**src/rtl/strap_pkg.sv**
```systemverilog
package strap_pkg;

    localparam int unsigned PIN_COUNT  = 4;
    localparam int unsigned FSEL_WIDTH = 3;

    // Pin positions are fixed by board wiring
    localparam int unsigned PIN_BUS  = 0;
    localparam int unsigned PIN_FS0  = 1;

    // Select code for production test: fs2=0 fs1=1 fs0=1
    localparam logic [FSEL_WIDTH-1:0] FSEL_TEST = 3'b011;

    typedef struct packed {
        logic [FSEL_WIDTH-1:0] fsel;
        logic                  bus_sync;
        logic                  test;
    } strap_cfg_t;

endpackage

```
**src/rtl/strap_sync.sv**
```systemverilog
module strap_sync #(
    parameter int unsigned WIDTH  = 4,
    parameter int unsigned STAGES = 2
) (
    input  logic             clk,
    input  logic [WIDTH-1:0] async_in,
    output logic [WIDTH-1:0] sync_out
);

    typedef struct packed {
        logic [STAGES-1:0][WIDTH-1:0] stage;
    } sync_state_t;

    sync_state_t state_d, state_q;

    always_comb begin
        state_d = state_q;
        state_d.stage[0] = async_in;
        for (int s = 1; s < int'(STAGES); s++) begin
            state_d.stage[s] = state_q.stage[s-1];
        end
    end

    always_ff @(posedge clk) begin
        state_q <= state_d;
    end

    assign sync_out = state_q.stage[STAGES-1];

endmodule

```
**src/rtl/strap_latch.sv**
```systemverilog
module strap_latch
    import strap_pkg::*;
#(
    parameter int unsigned WIDTH = PIN_COUNT
) (
    input  logic             clk,
    input  logic             por_n,
    input  logic [WIDTH-1:0] strap_sync,
    output logic             done,
    output strap_cfg_t       cfg
);

    localparam logic [WIDTH-1:0] PULLUP_DEFAULT = '1;

    typedef struct packed {
        logic [WIDTH-1:0] strap;
        logic             done;
    } latch_state_t;

    latch_state_t state_d, state_q;
    logic [WIDTH-1:0] view;

    always_comb begin
        state_d = state_q;
        if (!por_n) begin
            state_d.strap = strap_sync;
            state_d.done  = 1'b0;
        end else begin
            state_d.done  = 1'b1;
        end
    end

    always_ff @(posedge clk) begin
        state_q <= state_d;
    end

    assign done = state_q.done;
    assign view = state_q.done ? state_q.strap : PULLUP_DEFAULT;

    always_comb begin
        cfg.fsel     = view[PIN_FS0 +: FSEL_WIDTH];
        cfg.bus_sync = view[PIN_BUS];
        cfg.test     = state_q.done && (view[PIN_FS0 +: FSEL_WIDTH] == FSEL_TEST);
    end

endmodule

```
**src/rtl/strap_pad_mux.sv**
```systemverilog
module strap_pad_mux #(
    parameter int unsigned WIDTH = 4
) (
    input  logic             enable,
    input  logic [WIDTH-1:0] clk_src,
    output logic [WIDTH-1:0] pad_oe,
    output logic [WIDTH-1:0] pad_out
);

    for (genvar i = 0; i < int'(WIDTH); i++) begin : g_pin
        assign pad_oe[i]  = enable;
        assign pad_out[i] = enable & clk_src[i];
    end

endmodule

```
**src/rtl/strap_capture_latch.sv**
```systemverilog
module strap_capture_latch
    import strap_pkg::*;
#(
    parameter int unsigned SYNC_STAGES = 2
) (
    input  logic                  clk,
    input  logic                  por_n,
    input  logic [PIN_COUNT-1:0]  pad_in,
    input  logic [PIN_COUNT-1:0]  clk_src,
    output logic [PIN_COUNT-1:0]  pad_oe,
    output logic [PIN_COUNT-1:0]  pad_out,
    output logic                  cfg_done,
    output logic [FSEL_WIDTH-1:0] cfg_fsel,
    output logic                  cfg_bus_sync,
    output logic                  cfg_test
);

    logic [PIN_COUNT-1:0] pad_synced;
    strap_cfg_t           cfg;
    logic                 done;

    strap_sync #(.WIDTH(PIN_COUNT), .STAGES(SYNC_STAGES)) u_sync (
        .clk      (clk),
        .async_in (pad_in),
        .sync_out (pad_synced)
    );

    strap_latch #(.WIDTH(PIN_COUNT)) u_latch (
        .clk        (clk),
        .por_n      (por_n),
        .strap_sync (pad_synced),
        .done       (done),
        .cfg        (cfg)
    );

    strap_pad_mux #(.WIDTH(PIN_COUNT)) u_mux (
        .enable  (done),
        .clk_src (clk_src),
        .pad_oe  (pad_oe),
        .pad_out (pad_out)
    );

    assign cfg_done     = done;
    assign cfg_fsel     = cfg.fsel;
    assign cfg_bus_sync = cfg.bus_sync;
    assign cfg_test     = cfg.test;

endmodule

```
**config.mk**
```make
export PLATFORM = sky130hd
export DESIGN_NAME = strap_capture_latch
export DESIGN_NICKNAME = d
export VERILOG_FILES = /design/src/rtl/strap_pkg.sv /design/src/rtl/strap_sync.sv /design/src/rtl/strap_latch.sv /design/src/rtl/strap_pad_mux.sv /design/src/rtl/strap_capture_latch.sv
export SDC_FILE = /design/constraint.sdc
export NUM_CORES = 1
export LEC_CHECK = 0
export BUFFER_PORTS_ARGS = -buffer_cell sky130_fd_sc_hd__buf_2
export CORE_AREA = 4 4 41 43
export DETAILED_ROUTE_END_ITERATION = 7
export DIE_AREA = 0 0 45 47
export PLACE_DENSITY = 0.63
export SYNTH_ARGS = -nofsm -noshare
export SYNTH_HDL_FRONTEND = slang
export SYNTH_HIERARCHICAL = 1
export SYNTH_SLANG_ARGS = --single-unit
export TNS_END_PERCENT = 10
```
**constraint.sdc**
```tcl
create_clock -name clk -period 1.2 [get_ports clk]
set_clock_uncertainty 0.05 [all_clocks]
set_input_delay 0.06 -clock clk [delete_from_list [all_inputs] [get_ports clk]]
set_output_delay 0.06 -clock clk [all_outputs]
set_load 0.03 [all_outputs]
```
==> impl_metrics.tcl <==
set metrics [dict create \
    numCtsBuffers 3 \
    ys_seq_area_frac 0.7619 \
    register_area_um2 304.0 \
    routed_via_density 3.871 \
    worstHoldPathType "register to register" \
    critical_path_class "register to primary output" \
    tns_ns 0 \
    drive_gt1_frac 0.4909 \
    synthMuxAreaShare 0 \
    cts_buffer_depth 2 \
    synthSimpleGateAreaFrac 0.1524 \
    clk_pin_slew_ns 0.07 \
    outcome "finished clean" \
    path_max_fanout 2 \
    cpLargestDelayFamily "flip-flops" \
    clock_sinks 13 \
    grt_usage 0.06789 \
    timing.hold.ws_ns 0.2782 \
    clock-root-buffer "clkbuf_4" \
    fin_crit_sh 0.9565 \
    drt_iter0_markers 1 \
    rows 13 \
    grt_overflow 0 \
    syn_nets 37 \
    fmax_mhz 871.2 \
    clock_latency_ns 0.26 \
    critPathArrivalTime_ns 1.04 \
    synth_top_family_by_area "simple AND/OR/NAND/NOR gates" \
    path_buf_inv 1 \
    path_cells "and4b_1, buf_4" \
    port_buffers 23 \
    cp_data_required_time_ns 1.09 \
    critical_path.slowest_cell "edfxtp_1" \
    cap_violations 0 \
    multi_input_area_um2 60.06 \
    drc 0 \
    p_sw_w 0.0001948 \
    startpoint_type "register" \
    die_x_um 45 \
    grt_first_pass_wirelength_um 972 \
    htree_levels 1 \
    power.density_mw_per_mm2 1453 \
    gp_congestion 0.5569 \
    finalInstanceArea_um2 580.6 \
    via_count 271 \
    clockPowerShare 0.293 \
    first_global_vias 250 \
    area_growth_pct 47.30 \
    synth_compound_area_frac 0 \
    yosys_warnings 6 \
    synthAdderAreaFrac 0 \
    drtPass1Iterations 2 \
    setup_viol 0 \
    n_antenna_cell 0 \
    place_area_um2 499.2 \
    irDropWorstVdd_uv 657.7 \
    syn_inst 27 \
    synth_xor_area_frac 0 \
    slew_violations 0 \
    pin_count 24 \
    post_drt_wl_per_cell_um 8.614 \
    core-area_mm2 0.001301 \
    syn_area_um2 394.1 \
    relSlewSlack 0.8963 \
    synth_cell_types 7 \
    cts_tree "yes" \
    syn_avg_cell_area_um2 14.60 \
    end_kind "primary output" \
    detailed_place_hpwl_um 434.1 \
    fp.dieH_um 47 \
    sw_frac_of_total 0.2308 \
    initial_core_util 0.3029 \
    ys_seq_elements 13 \
    internal_power_w 0.0006490 \
    final_nets 66 \
    ant_nets 0 \
    hold_viol_final 0 \
    nFillCells 128 \
    cp_slowest_stage_delay_ns 0.38 \
    rsz0062_at_grt "no" \
    pwr-share-comb 0.132 \
    p_seq_frac 0.575 \
    leakage_nw 0.2742 \
    grt_max_degree 15 \
    wl_um 603 \
    grt_antenna_before_repair 0 \
    tightest_slew_ns 0.1567 \
    die_area_mm2 0.002115 \
    period_minus_slack_ns 1.148 \
]
[cell type report]
class / instances / area share
inverters: 1 / 0.006466
clock buffers: 4 / 0.04526
well taps: 15 / 0.03233
multi-input cells: 9 / 0.1034
flip-flops and latches: 13 / 0.5237
repair buffers: 28 / 0.2888
[stage by stage]
step                      utilization  setup slack (ns)  total power (W)  cells
after CTS                      0.4442          0.004613        0.0008625     70
after global placement         0.3837            0.3078        0.0005949     61
after global routing           0.4462          0.003438        0.0008991     70
after floorplan                     -            0.1781        0.0005672     27
after detailed placement       0.3837            0.2839        0.0005964     61
final                          0.4462           0.05216        0.0008438     70
[cell families after synthesis]
group | Yosys count
buffers and inverters | 5
flip-flops | 13
AND/OR/NAND/NOR | 9
[metal layers]
layer | track usage | wire length [um] | vias to the layer above
li1 | - | - | 138
met4 | 0.07018 | 0 | 0
met1 | 0.06103 | 193 | 109
met5 | 0 | 0 | -
met3 | 0.02299 | 125 | 0
met2 | 0.1158 | 284 | 24
[power by group through the flow]
| stage | Clock (W) | Combinational (W) | Sequential [W] |
|---|---|---|---|
| 4_1_cts | 0.000265 | 0.000111 | 0.000486 |
| 2_1_floorplan | 0 | 0.0000687 | 0.000498 |
| 3_3_place_gp | 0 | 0.0000989 | 0.000496 |
| 3_5_place_dp | 0 | 0.0000989 | 0.000497 |
| 5_1_grt | 0.000290 | 0.000120 | 0.000489 |
| 6_report | 0.000247 | 0.000111 | 0.000485 |
[cell usage after synthesis]
master,number,share of area
and2_1,4,0.063
and4b_1,1,0.025
buf_4,4,0.076
dfxtp_1,9,0.46
edfxtp_1,4,0.30
inv_1,1,0.0095
nand2b_1,4,0.063
[final timing paths]
check | slack, ns | end | cells past startpoint | start
worst max register to register | 0.62 | u_latch/state_q[3]$_DFFE_PN_ | 0 | u_sync/sync_out[2]$_DFF_P_
worst max-delay path | 0.05 | cfg_test | 2 | u_latch/state_q[4]$_DFFE_PN_
worst min-delay path | 0.28 | u_sync/sync_out[0]$_DFF_P_ | 0 | u_sync/state_d[4]$_DFF_P_
worst min register to register | 0.28 | u_sync/sync_out[0]$_DFF_P_ | 0 | u_sync/state_d[4]$_DFF_P_
[state kept, by name, indices dropped and copies added (netlist names)]
register	count
u_latch/state_q	4
u_sync/state_d	4
u_sync/sync_out	4
u_latch/done	1
[cells in the final DEF (no fill, tap or decap)]
master,count
buf_4,1
nand2b_1,4
inv_1,1
clkbuf_4,3
edfxtp_1,4
clkbuf_1,1
and4b_1,1
dfxtp_4,1
buf_2,22
dlygate4sd3_1,5
dfxtp_1,8
and2_1,4
[timing repair]
action                                  in CTS  in global routing
gates cloned                                 0                  0
gates resized for setup                      1                  2
hold buffers                                 5                  0
pin swaps                                    0                  0
endpoints found under the setup margin       1                  1
hold endpoints to repair                     5                  0
setup buffers                                0                  0
No activity file was read; power rests on OpenSTA's default activity.
